## src/rtl/dfr_pkg.sv

```systemverilog
package dfr_pkg;

  typedef enum logic [1:0] {
    ROUTE_SINGLE   = 2'd0,
    ROUTE_STACKED  = 2'd1,
    ROUTE_PARALLEL = 2'd2
  } route_mode_e;

  typedef struct packed {
    route_mode_e mode;
    logic        upper;
  } route_state_t;

  function automatic route_mode_e decode_route(input logic two_dev, input logic sep_bus);
    if (!two_dev)     return ROUTE_SINGLE;
    else if (sep_bus) return ROUTE_PARALLEL;
    else              return ROUTE_STACKED;
  endfunction

endpackage

```

## src/rtl/dfr_cfg.sv

```systemverilog
module dfr_cfg
  import dfr_pkg::*;
#(
  parameter int CFG_W    = 32,
  parameter int TWO_BIT  = 30,
  parameter int SEP_BIT  = 29,
  parameter int PAGE_BIT = 28
) (
  input  logic               clk,
  input  logic               rst_n,
  input  logic               cfg_wr,
  input  logic [CFG_W-1:0]   cfg_wdata,
  input  logic               eng_cs_n,
  output route_state_t       state
);

  logic         two_q, sep_q, page_q;
  route_state_t staged;

  // Stored configuration: only the three routing bits are kept.
  always_ff @(posedge clk or negedge rst_n) begin
    if (!rst_n) begin
      two_q  <= 1'b0;
      sep_q  <= 1'b0;
      page_q <= 1'b0;
    end else if (cfg_wr) begin
      two_q  <= cfg_wdata[TWO_BIT];
      sep_q  <= cfg_wdata[SEP_BIT];
      page_q <= cfg_wdata[PAGE_BIT];
    end
  end

  always_comb begin
    staged.mode  = decode_route(two_q, sep_q);
    staged.upper = page_q;
  end

  // Routing in effect is reloaded only between transfers.
  always_ff @(posedge clk or negedge rst_n) begin
    if (!rst_n)        state <= '{mode: ROUTE_SINGLE, upper: 1'b0};
    else if (eng_cs_n) state <= staged;
  end

  a_r10_hold_in_transfer: assert property (@(posedge clk) disable iff (!rst_n)
    (!eng_cs_n && $past(!eng_cs_n)) |-> $stable(state));

endmodule

```

## src/rtl/dfr_sel.sv

```systemverilog
module dfr_sel
  import dfr_pkg::*;
(
  input  route_state_t state,
  input  logic         eng_cs_n,
  input  logic         eng_sclk,
  output logic         lo_cs_n,
  output logic         up_cs_n,
  output logic         lo_sclk,
  output logic         up_sclk
);

  always_comb begin
    lo_cs_n = eng_cs_n;
    up_cs_n = 1'b1;
    lo_sclk = eng_sclk;
    up_sclk = 1'b0;
    unique case (state.mode)
      ROUTE_STACKED: begin
        lo_cs_n = state.upper ? 1'b1 : eng_cs_n;
        up_cs_n = state.upper ? eng_cs_n : 1'b1;
      end
      ROUTE_PARALLEL: begin
        up_cs_n = eng_cs_n;
        up_sclk = eng_sclk;
      end
      default: ;
    endcase
  end

endmodule

```

## src/rtl/dfr_wr_split.sv

```systemverilog
module dfr_wr_split
  import dfr_pkg::*;
#(
  parameter int LANES = 4,
  localparam int WORD_W = 2 * LANES
) (
  input  route_mode_e        mode,
  input  logic [WORD_W-1:0]  eng_wr,
  input  logic               eng_oe,
  output logic [LANES-1:0]   lo_io_o,
  output logic [LANES-1:0]   up_io_o,
  output logic               lo_io_oe,
  output logic               up_io_oe
);

  logic [LANES-1:0] even_bits, odd_bits;

  for (genvar k = 0; k < LANES; k++) begin : g_lane
    assign even_bits[k] = eng_wr[2*k];
    assign odd_bits[k]  = eng_wr[2*k+1];
  end

  always_comb begin
    lo_io_oe = eng_oe;
    if (mode == ROUTE_PARALLEL) begin
      lo_io_o  = even_bits;
      up_io_o  = odd_bits;
      up_io_oe = eng_oe;
    end else begin
      lo_io_o  = eng_wr[LANES-1:0];
      up_io_o  = '0;
      up_io_oe = 1'b0;
    end
  end

endmodule

```

## src/rtl/dfr_rd_merge.sv

```systemverilog
module dfr_rd_merge
  import dfr_pkg::*;
#(
  parameter int LANES = 4,
  localparam int WORD_W = 2 * LANES
) (
  input  route_mode_e        mode,
  input  logic [LANES-1:0]   lo_io_i,
  input  logic [LANES-1:0]   up_io_i,
  output logic [WORD_W-1:0]  eng_rd
);

  logic [WORD_W-1:0] merged;

  for (genvar k = 0; k < LANES; k++) begin : g_lane
    assign merged[2*k]   = lo_io_i[k];
    assign merged[2*k+1] = up_io_i[k];
  end

  assign eng_rd = (mode == ROUTE_PARALLEL) ? merged : {{LANES{1'b0}}, lo_io_i};

endmodule

```

## src/rtl/dflash_lane_router.sv

```systemverilog
module dflash_lane_router
  import dfr_pkg::*;
#(
  parameter int LANES    = 4,
  parameter int ADDR_W   = 24,
  parameter int CFG_W    = 32,
  parameter int TWO_BIT  = 30,
  parameter int SEP_BIT  = 29,
  parameter int PAGE_BIT = 28,
  localparam int WORD_W  = 2 * LANES
) (
  input  logic              clk,
  input  logic              rst_n,
  input  logic              cfg_wr,
  input  logic [CFG_W-1:0]  cfg_wdata,
  input  logic              eng_cs_n,
  input  logic              eng_sclk,
  input  logic              eng_oe,
  input  logic [WORD_W-1:0] eng_wr,
  output logic [WORD_W-1:0] eng_rd,
  input  logic [ADDR_W-1:0] eng_addr,
  output logic [ADDR_W-1:0] dev_addr,
  output logic              addr_err,
  output logic              lo_cs_n,
  output logic              lo_sclk,
  output logic [LANES-1:0]  lo_io_o,
  output logic              lo_io_oe,
  input  logic [LANES-1:0]  lo_io_i,
  output logic              up_cs_n,
  output logic              up_sclk,
  output logic [LANES-1:0]  up_io_o,
  output logic              up_io_oe,
  input  logic [LANES-1:0]  up_io_i
);

  route_state_t state;
  logic         par;

  dfr_cfg #(
    .CFG_W(CFG_W), .TWO_BIT(TWO_BIT), .SEP_BIT(SEP_BIT), .PAGE_BIT(PAGE_BIT)
  ) u_cfg (
    .clk(clk), .rst_n(rst_n), .cfg_wr(cfg_wr), .cfg_wdata(cfg_wdata),
    .eng_cs_n(eng_cs_n), .state(state)
  );

  dfr_sel u_sel (
    .state(state), .eng_cs_n(eng_cs_n), .eng_sclk(eng_sclk),
    .lo_cs_n(lo_cs_n), .up_cs_n(up_cs_n), .lo_sclk(lo_sclk), .up_sclk(up_sclk)
  );

  dfr_wr_split #(.LANES(LANES)) u_wr (
    .mode(state.mode), .eng_wr(eng_wr), .eng_oe(eng_oe),
    .lo_io_o(lo_io_o), .up_io_o(up_io_o), .lo_io_oe(lo_io_oe), .up_io_oe(up_io_oe)
  );

  dfr_rd_merge #(.LANES(LANES)) u_rd (
    .mode(state.mode), .lo_io_i(lo_io_i), .up_io_i(up_io_i), .eng_rd(eng_rd)
  );

  // Each device holds half of every word in parallel routing.
  assign par      = (state.mode == ROUTE_PARALLEL);
  assign dev_addr = par ? {1'b0, eng_addr[ADDR_W-1:1]} : eng_addr;
  assign addr_err = par & eng_addr[0];

  a_r4_never_both_selected: assert property (@(posedge clk) disable iff (!rst_n)
    (state.mode == ROUTE_STACKED) |-> (lo_cs_n || up_cs_n));

  a_r3_upper_bus_idle: assert property (@(posedge clk) disable iff (!rst_n)
    (state.mode == ROUTE_SINGLE) |-> (up_cs_n && !up_sclk && !up_io_oe && up_io_o == '0));

  a_r6_selects_together: assert property (@(posedge clk) disable iff (!rst_n)
    par |-> (lo_cs_n == up_cs_n && lo_sclk == up_sclk));

  a_r8_loopback_identity: assert property (@(posedge clk) disable iff (!rst_n)
    (par && lo_io_i == lo_io_o && up_io_i == up_io_o) |-> (eng_rd == eng_wr));

  a_r11_odd_address_flag: assert property (@(posedge clk) disable iff (!rst_n)
    (par && eng_addr[0]) |-> addr_err);

endmodule

```

## config.mk

```make
export PLATFORM = sky130hd
export DESIGN_NAME = dflash_lane_router
export DESIGN_NICKNAME = d
export VERILOG_FILES = /design/src/rtl/dfr_pkg.sv /design/src/rtl/dfr_cfg.sv /design/src/rtl/dfr_sel.sv /design/src/rtl/dfr_wr_split.sv /design/src/rtl/dfr_rd_merge.sv /design/src/rtl/dflash_lane_router.sv
export SDC_FILE = /design/constraint.sdc
export NUM_CORES = 1
export LEC_CHECK = 0
export ABC_AREA = 0
export BUFFER_PORTS_ARGS = -buffer_cell sky130_fd_sc_hd__clkbuf_2
export CAP_MARGIN = 5
export CORE_UTILIZATION = 25
export DETAILED_ROUTE_END_ITERATION = 7
export PLACE_DENSITY = 0.79
export SLEW_MARGIN = 20
export SYNTH_ARGS = -nofsm -noshare
export SYNTH_HDL_FRONTEND = slang
export SYNTH_SLANG_ARGS = --single-unit
export TNS_END_PERCENT = 20
```

## constraint.sdc

```tcl
create_clock -name clk -period 1.85 [get_ports clk]
set_input_delay 0.37 -clock clk [delete_from_list [all_inputs] [get_ports clk]]
set_output_delay 0.37 -clock clk [all_outputs]
set_load 0.01 [all_outputs]
```

==> reports/metrics.yaml, run 1 <==
seq_power_share_pct: 20.7
die_w_microns: 61.3
required_ns: 1.48
drc: 0
synth_edf_count: 0
regArea_sq_um: 150
cap_violations: 0
dr_total_vias: 866
p_switching_mw: 0.256
p_comb_share_pct: 63.3
critPathKind: "flop to output pin"
start_util_pct: 26.2
rsz0062_at_grt: "true"
synth_top_area_share_pct: 46.1
p_leak_nw: 0.804
intPower_mw: 0.503
yosysUniqueCellTypes: 21
synth-main-ff-cell: "dfrtp_1"
p_total_mw: 0.759
clkPwrFrac_pct: 16.0
max_stage_delay_ns: 0.38
grt_pass1_vias: 648
synth_area_sq_um: 880
finalSetupTns_ns: -0.820
grt_max_degree: 18
cp_top_family: "buffers and inverters"
ys_seq_elements: 6
drive_gt1_share_pct: 81.7
die_area_sq_um: 3760
synth_fp_nets: 153
r2r_setup_slack_ns: 1.08
outcome: "finished with violations"
max_slew_margin_pct: 89.8
multiInputGateArea_sq_um: 633
path_buf_inv: 3
syn_avg_cell_area_sq_um: 12.0
dr.pass1.iters: 4
finalCritPeriodShare_pct: 103
fin_skew_ns: 0.00311
ys_top_cells_by_area: "mux2_4, dfrtp_1, and2_1, mux2_2, buf_12"
syn_inst: 73
io_pins: 125
insertion_delay_ns: 0.24
synth_top_area_cell: "mux2_4"
yosysMostFrequentCell: "mux2_4"
root_buffer: "clkbuf_4"
synth_seq_area_share_pct: 17.1
cts_tree: "done"
htreeDepth: 1
fin_ws_ns: -0.0477
clkTransAtPathRegs_ns: 0.05
gp_congestion: 0.672
fin_nets: 246
port_buffers: 91
synth.cells.most_frequent: "mux2_4, and2_1, dfrtp_1, mux2_2, buf_4"
antenna_found_initial: 0
clockBufferDepth: 2
cp-end-kind: "output pin"
fmax_ghz: 0.527
drtIter0Drc: 17
violations: "setup timing"
detail_route.wl_per_cell_microns: 9.67
tightest_slew_ns: 0.151
setup_viol: 28
period_needed_ns: 1.90
swShare_pct: 33.7
grt-ovfl-total: 0
die_h_microns: 61.3
hold_class: "primary input to flop"
worstPathCellList: "inv_2, ha_4, buf_12, mux2_4, clkbuf_2"
cp-start-kind: "flop"
clkSinkCount: 6
grt_pass1_wl_microns: 2630
ir_drop_mv: 0.389
synthToLayoutAreaGrowth_pct: 61.3
powerDensity_nw_per_um2: 535
crit_fanout: 17
grt_use_total_pct: 9.37
crit_slowest_cell: "dfrtp_1"
ant_nets: 0
critPathArrivalTime_ns: 1.53
routed_via_density: 4.12
cts-buffers-inserted: 3
routed_wl_microns: 2030
drv_slew: 0
nFillCells: 348
async_flop_share_pct: 100
hpwl_microns: 1680
num_antenna_cells: 0
yosys_warnings: 0
finalHoldViolCount: 0
core-area_sq_um: 3360
rows: 21
## path summary, 6_finish.rpt
kind | start | depth (start not counted) | end
min reg2reg | u_cfg.sep_q | 1 | u_cfg.state[1]
max reg2reg | u_cfg.two_q | 1 | u_cfg.two_q
max | u_cfg.state[1] | 5 | dev_addr[19]
min in group asynchronous | rst_n | 2 | u_cfg.sep_q
max in group asynchronous | rst_n | 2 | u_cfg.state[1]
min | cfg_wdata[29] | 2 | u_cfg.sep_q
## layout by cell type (no fill, tap or decap)
master         netlist  layout
dfrtp_1              6       6
clkbuf_4             0       3
ha_1                 2       1
buf_4                4       2
clkbuf_2             0      91
and2_1              11      11
dlygate4sd3_1        0       1
buf_16               0       1
nor3_1               1       1
nor2_1               1       1
nand2b_1             1       1
nand3_1              1       1
a21oi_1              1       1
ha_4                 0       1
buf_12               2       2
o21ai_0              1       1
a21o_1               1       1
mux2_4              27      27
o22ai_1              1       1
nand2_1              1       1
nor2b_1              1       1
mux2_2               6       6
inv_1                2       1
inv_2                0       1
## sequential cells by signal, indices dropped and copies added (netlist names)
name	flops
u_cfg.state	3
u_cfg.page_q	1
u_cfg.sep_q	1
u_cfg.two_q	1
## kinds of logic (layout without fill, tap and decap cells)
group                      after synthesis  in the layout  synth area share (%)
muxes                                   33             33                  53.8
adders and majority gates                2              2                  2.84
buffers and inverters                   11            102                  12.4
DFF                                      6              6                  17.1
AOI/OAI and AO/OA                        4              4                  2.70
and+or+nand+nor                         17             17                  11.2
## timing repair
action / 4_1_cts / 5_1_grt
hold buffers: 1 / 0
gates resized for setup: 3 / 0
cloned: 1 / 0
hold endpoints to repair: 6 / 0
endpoints found under the setup margin: 30 / 29
buffers inserted: 2 / 0
pin swaps: 0 / 0
## metal layers
layer  part of all wire (%)  GRT usage (%)  vias to the layer above
met5                      0              0                        -
li1                       -              -                      435
met2                     51           17.2                       42
met3                    7.1          0.630                        0
met4                      0           3.90                        0
met1                     41           11.2                      389
## power groups by stage
| stage | Clock, mW | Sequential [mW] | Combinational [mW] |
|---|---|---|---|
| global route | 0.136 | 0.158 | 0.527 |
| finish | 0.121 | 0.157 | 0.480 |
| detailed placement | 0 | 0.158 | 0.453 |
| floorplan | 0 | 0.155 | 0.308 |
| global placement | 0 | 0.157 | 0.446 |
| CTS | 0.128 | 0.157 | 0.488 |
## final cells by class
type	instances	share of cell area, %
Clock buffer	3	1.59
Timing Repair Buffer	97	38.6
Tap cell	46	4.06
Inverter	2	0.529
Sequential cell	6	10.6
Multi-Input combinational cell	56	44.6
## per-stage QoR
stage	instance area [sq um]	cells	utilization [%]	hold slack (ns)	setup slack (ns)
global route	1420	210	42.2	0.360	-0.113
CTS	1420	210	42.2	0.349	-0.0662
finish	1420	210	42.2	0.358	-0.0477
floorplan	880	73	-	0.0744	0.319
detailed placement	1330	203	39.7	0.208	0.122
global placement	1330	203	39.7	0.202	0.141
(Power assumes the default switching activity.)
==> run 2, diff against run 1 <==
--- a/config.mk
+++ b/config.mk
@@ -7,12 +7,12 @@
 export LEC_CHECK = 0
 export ABC_AREA = 0
 export BUFFER_PORTS_ARGS = -buffer_cell sky130_fd_sc_hd__clkbuf_2
-export CAP_MARGIN = 5
 export CORE_UTILIZATION = 25
 export DETAILED_ROUTE_END_ITERATION = 7
-export PLACE_DENSITY = 0.79
+export PLACE_DENSITY = 0.78
 export SLEW_MARGIN = 20
 export SYNTH_ARGS = -nofsm -noshare
 export SYNTH_HDL_FRONTEND = slang
+export SYNTH_HIERARCHICAL = 1
 export SYNTH_SLANG_ARGS = --single-unit
 export TNS_END_PERCENT = 20
==> reports/metrics.yaml, run 2 <==
hpwl_microns: 1780  # was 1680 microns
powerDensity_nw_per_um2: 523  # was 535 nW/um^2
outcome: "finished clean"  # was finished with violations
synth_fp_nets: 158  # was 153
grt-ovfl-total: 0  # unchanged
cp-end-kind: "output pin"  # unchanged
clkTransAtPathRegs_ns: 0.05  # about the same
core-area_sq_um: 3420  # was 3360 sq um
grt_pass1_vias: 855  # was 648
synth_area_sq_um: 910  # was 880 sq um
holdPathStages: 2  # unchanged
hold_class: "primary input to flop"  # unchanged
root_buffer: "clkbuf_4"  # unchanged
synth_seq_area_share_pct: 16.5  # was 17.1%
dp.cells: 208  # was 203
ys_seq_elements: 6  # unchanged
fin_cells: 214  # was 210
io_pins: 125  # unchanged
synth_top_area_cell: "mux2_4"  # unchanged
num_antenna_cells: 0  # unchanged
nFillCells: 340  # was 348
drc: 0  # unchanged
drive_gt1_share_pct: 85.7  # was 81.7%
r2r-start: "u_cfg/state[1]"  # was u_cfg.two_q
routed_via_density: 4.18  # was 4.12
critPathArrivalTime_ns: 1.46  # was 1.53 ns
rsz0062_at_grt: "true"  # unchanged
synth_top_area_share_pct: 41.3  # was 46.1%
clkSinkCount: 6  # unchanged
tightest_slew_ns: 0.253  # was 0.151 ns
yosys_warnings: 6  # was 0
top_register: "u_cfg/state"  # was u_cfg.state
htreeDepth: 1  # unchanged
clockBufferDepth: 2  # unchanged
cts_tree: "done"  # unchanged
ant_nets: 0  # unchanged
port_buffers: 91  # unchanged
yosysUniqueCellTypes: 19  # was 21
crit_fanout: 4  # was 17
drtIter0Drc: 4  # was 17
fmax_ghz: 0.547  # was 0.527 GHz
largest_register_ffs: 3  # unchanged
period_needed_ns: 1.83  # was 1.90 ns
final_common_cell: "clkbuf_2"  # unchanged
min_to: "u_cfg/page_q"  # was u_cfg.sep_q
synth-main-ff-cell: "dfrtp_1"  # unchanged
synth_top_family_by_area: "multiplexers"  # unchanged
ir_drop_mv: 0.284  # was 0.389 mV
insertion_delay_ns: 0.24  # about the same
synth_xor_area_share_pct: 0  # unchanged
die_area_sq_um: 3880  # was 3760 sq um
gp_congestion: 0.654  # was 0.672
synth_compound_area_share_pct: 2.61  # was 2.70%
fin_skew_ns: 0.00394  # was 0.00311 ns
dr_total_vias: 895  # was 866
die_h_microns: 62.3  # was 61.3 microns
antenna_found_initial: 0  # unchanged
synth-simple-area-share_pct: 16.6  # was 11.2%
syn_avg_cell_area_sq_um: 11.7  # was 12.0 sq um
finalCritPeriodShare_pct: 98.8  # was 103%
die_w_microns: 62.3  # was 61.3 microns
synthToLayoutAreaGrowth_pct: 58.0  # was 61.3%
grt_use_total_pct: 10.8  # was 9.37%
setup_viol: 0  # was 28
fin_nets: 250  # was 246
syn_inst: 78  # was 73
synth_edf_count: 0  # unchanged
cap_violations: 0  # unchanged
worstReg2RegEnd: "u_cfg/state[1]"  # was u_cfg.two_q
async_flop_share_pct: 100  # unchanged
grt_max_degree: 14  # was 18
grt_pass1_wl_microns: 3580  # was 2630 microns
finalSetupTns_ns: 0  # was -0.820 ns
max_slew_margin_pct: 83.1  # was 89.8%
yosysMostFrequentCell: "mux2_4"  # unchanged
reg2reg_depth: 3  # was 1
synth.area.mux_share_pct: 51.2  # was 53.8%
drv_slew: 0  # unchanged
p_leak_nw: 0.868  # was 0.804 nW
start_util_pct: 26.6  # was 26.2%
required_ns: 1.48  # about the same
ys_top_cells_by_area: "mux2_4, dfrtp_1, mux2_2, and2_2, buf_6"  # was mux2_4, dfrtp_1, and2_1, mux2_2, buf_12
synth_adder_area_share_pct: 2.75  # was 2.84%
cts-buffers-inserted: 3  # unchanged
layout_common_cells: "clkbuf_2, mux2_4, and2_2"  # was clkbuf_2, mux2_4, and2_1
critPathKind: "flop to output pin"  # unchanged
r2r_setup_slack_ns: 1.07  # was 1.08 ns
detail_route.wl_per_cell_microns: 9.87  # was 9.67 microns
routed_wl_microns: 2110  # was 2030 microns
synth.cells.most_frequent: "mux2_4, and2_2, mux2_2"  # was mux2_4, and2_1, dfrtp_1, mux2_2, buf_4
min_from: "cfg_wdata[28]"  # was cfg_wdata[29]
dr.pass1.iters: 3  # was 4
cp-start-kind: "flop"  # unchanged
finalHoldViolCount: 0  # unchanged
rows: 21  # unchanged
run 2: how the worst max path moves through the flow:
| stage | to | depth (start not counted) | slack [ns] | startpoint |
|---|---|---|---|---|
| after floorplan | dev_addr[10] | 4 | 0.24 | u_cfg/state[1] |
| after global placement | dev_addr[22] | 3 | 0.16 | u_cfg/state[2] |
| after detailed placement | dev_addr[22] | 3 | 0.15 | u_cfg/state[2] |
| after CTS | dev_addr[19] | 3 | -0.03 | u_cfg/state[1] |
| after global routing | up_cs_n | 6 | -0.11 | u_cfg/state[1] |
| final | up_cs_n | 6 | 0.02 | u_cfg/state[1] |
run 2: per-layer routing:
layer / share of wire, % / global-route usage, %
met3: 9.9 / 2.39
met5: 0 / 0
met4: 0 / 2.62
met2: 51 / 21.2
met1: 39 / 11.4
run 2: critical path, stage by stage (launching register included):
cell	delay, ns
dfrtp_1	0.41
buf_6	0.15
inv_1	0.04
ha_1	0.31
nor2_1	0.11
a21oi_1	0.07
buf_2	0.14
run 2: logic make-up after synthesis:
group | count (synthesis)
buffers and inverters | 13
AOI/OAI and AO/OA | 4
DFF | 6
adders and majority gates | 2
and+or+nand+nor | 20
muxes | 33
run 2: metrics by stage:
step | hold WS, ns | power, mW | utilization, % | area (sq um) | setup WS [ns]
3_3_place_gp | 0.204 | 0.605 | 39.7 | 1360 | 0.164
5_1_grt | 0.370 | 0.806 | 42.1 | 1440 | -0.106
2_1_floorplan | 0.0744 | 0.467 | - | 910 | 0.241
3_5_place_dp | 0.207 | 0.612 | 39.7 | 1360 | 0.154
6_report | 0.366 | 0.751 | 42.1 | 1440 | 0.0224
4_1_cts | 0.360 | 0.743 | 40.9 | 1400 | -0.0313
run 2: area by class of cell:
class	count	area [sq um]	share of cell area, %
Clock buffer	3	22.5	1.57
Inverter	5	18.8	1.31
Multi-Input combinational cell	60	703	48.9
Sequential cell	6	151	10.5
Tap cell	46	57.6	4.00
Timing Repair Buffer	94	484	33.7
run 2: power by group:
part           switching (mW)  internal [mW]
Combinational           0.197          0.273
Clock                  0.0438         0.0732
Sequential             0.0176          0.147
run 2: repair_timing:
action,in CTS,in global routing
hold endpoints to repair,6,0
gates resized for setup,1,9
endpoints found under the setup margin,26,22
cloned,1,0
hold buffers,1,0
pin swaps,0,1
buffers inserted,0,1
==> run 3, diff against run 2 <==
--- a/config.mk
+++ b/config.mk
@@ -9,6 +9,8 @@
 export BUFFER_PORTS_ARGS = -buffer_cell sky130_fd_sc_hd__clkbuf_2
 export CORE_UTILIZATION = 25
 export DETAILED_ROUTE_END_ITERATION = 7
+export GPL_ROUTABILITY_DRIVEN = 0
+export MAX_ROUTING_LAYER = met4
 export PLACE_DENSITY = 0.78
 export SLEW_MARGIN = 20
 export SYNTH_ARGS = -nofsm -noshare
==> reports/metrics.yaml, run 3 (synthesis results as in run 2) <==
min_to: "u_cfg/page_q"  # unchanged
top_register: "u_cfg/state"  # unchanged
grt_pass1_wl_microns: 3590  # was 3580 microns
r2r-start: "u_cfg/state[1]"  # unchanged
cts_tree: "done"  # unchanged
hpwl_microns: 1780  # unchanged
swShare_pct: 34.4  # about the same
holdPathStages: 2  # unchanged
cts-buffers-inserted: 3  # unchanged
crit_fanout: 4  # unchanged
fin_skew_ns: 0.00339  # was 0.00394 ns
critPathArrivalTime_ns: 1.46  # about the same
detail_route.wl_per_cell_microns: 9.89  # was 9.87 microns
rsz0062_at_grt: "true"  # unchanged
clkPwrFrac_pct: 15.6  # about the same
dr.pass1.iters: 3  # unchanged
finalCritPeriodShare_pct: 98.8  # about the same
largest_register_ffs: 3  # unchanged
multiInputGateArea_sq_um: 703  # unchanged
htreeDepth: 1  # unchanged
seq_power_share_pct: 21.9  # about the same
drtIter0Drc: 4  # unchanged
reg2reg_depth: 3  # unchanged
grt_max_degree: 14  # unchanged
routed_wl_microns: 2120  # was 2110 microns
max_slew_margin_pct: 83.1  # unchanged
drc: 0  # unchanged
core-area_sq_um: 3420  # unchanged
die_area_sq_um: 3880  # unchanged
die_w_microns: 62.3  # unchanged
powerDensity_nw_per_um2: 523  # about the same
regArea_sq_um: 151  # unchanged
required_ns: 1.48  # about the same
ir_drop_mv: 0.284  # about the same
intPower_mw: 0.493  # about the same
drive_gt1_share_pct: 85.7  # unchanged
grt-ovfl-total: 0  # unchanged
drv_slew: 0  # unchanged
cp-start-kind: "flop"  # unchanged
finalHoldViolCount: 0  # unchanged
critPathKind: "flop to output pin"  # unchanged
setup_viol: 0  # unchanged
period_needed_ns: 1.83  # about the same
p_comb_share_pct: 62.5  # about the same
num_antenna_cells: 0  # unchanged
start_util_pct: 26.6  # unchanged
fin_nets: 250  # unchanged
fmax_ghz: 0.547  # about the same
min_from: "cfg_wdata[28]"  # unchanged
synthToLayoutAreaGrowth_pct: 58.0  # unchanged
insertion_delay_ns: 0.24  # about the same
worstReg2RegEnd: "u_cfg/state[1]"  # unchanged
die_h_microns: 62.3  # unchanged
pre_cts_ws_ns: 0.154  # unchanged
clkTransAtPathRegs_ns: 0.05  # about the same
layout_common_cells: "clkbuf_2, mux2_4, and2_2"  # unchanged
cp-end-kind: "output pin"  # unchanged
p_leak_nw: 0.868  # unchanged
outcome: "finished clean"  # unchanged
grt_pass1_vias: 846  # was 855
port_buffers: 91  # unchanged
post-route-util_pct: 42.1  # unchanged
r2r_setup_slack_ns: 1.07  # about the same
fin_ws_ns: 0.0224  # about the same
dr_total_vias: 894  # was 895
rows: 21  # unchanged
clkSinkCount: 6  # unchanged
grt_use_total_pct: 11.1  # was 10.8%
io_pins: 125  # unchanged
routed_via_density: 4.18  # about the same
holdWs_ns: 0.366  # about the same
ant_nets: 0  # unchanged
cap_violations: 0  # unchanged
clockBufferDepth: 2  # unchanged
tightest_slew_ns: 0.253  # about the same
hold_class: "primary input to flop"  # unchanged
p_switching_mw: 0.258  # about the same
nFillCells: 340  # unchanged
root_buffer: "clkbuf_4"  # unchanged
final_common_cell: "clkbuf_2"  # unchanged
antenna_found_initial: 0  # unchanged
## run 3: final cells by class
class,instances,share of cell area [%]
Clock buffer,3,1.57
Inverter,5,1.31
Timing Repair Buffer,94,33.7
Tap cell,46,4.00
Multi-Input combinational cell,60,48.9
Sequential cell,6,10.5
## run 3: worst max-delay path, cell delays in order, from the launching register on
cell and delay (ns):
dfrtp_1 0.41, buf_6 0.15, inv_1 0.04, ha_1 0.31, nor2_1 0.11, a21oi_1 0.07, buf_2 0.14
## run 3: metrics by stage
step                      std cells  area, sq um  TNS (ns)  total power, mW
after floorplan                  78          910         0            0.467
after global placement          208         1360         0            0.605
after detailed placement        208         1360         0            0.612
after CTS                       213         1400    -0.412            0.743
after global routing            214         1440    -0.447            0.806
final                           214         1440         0            0.752
## run 3: what timing repair did
item / in CTS / in global routing
pin swaps: 0 / 1
setup endpoints to repair: 26 / 22
cloned: 1 / 0
resized for setup: 1 / 9
hold endpoints to repair: 6 / 0
hold buffers: 1 / 0
setup buffers: 0 / 1
## run 3: worst max-delay path by stage
stage / from / end / slack (ns) / cells past startpoint
2_1_floorplan: u_cfg/state[1] / dev_addr[10] / 0.24 / 4
3_3_place_gp: u_cfg/state[2] / dev_addr[22] / 0.16 / 3
3_5_place_dp: u_cfg/state[2] / dev_addr[22] / 0.15 / 3
4_1_cts: u_cfg/state[1] / dev_addr[19] / -0.03 / 3
5_1_grt: u_cfg/state[1] / up_cs_n / -0.11 / 6
6_report: u_cfg/state[1] / up_cs_n / 0.02 / 6
## run 3: power groups by stage
stage                     logic, mW  clock network [mW]  registers, mW
final                         0.470               0.117          0.165
after global routing          0.506               0.132          0.168
after CTS                     0.455               0.124          0.164
after detailed placement      0.450                   0          0.163
after global placement        0.443                   0          0.161
after floorplan               0.304                   0          0.163
## run 3: per-layer routing
layer,part of all wire (%),GRT usage (%)
met1,39,11.5
met2,51,21.2
met3,9.8,2.21
met4,0,2.62
met5,0,-
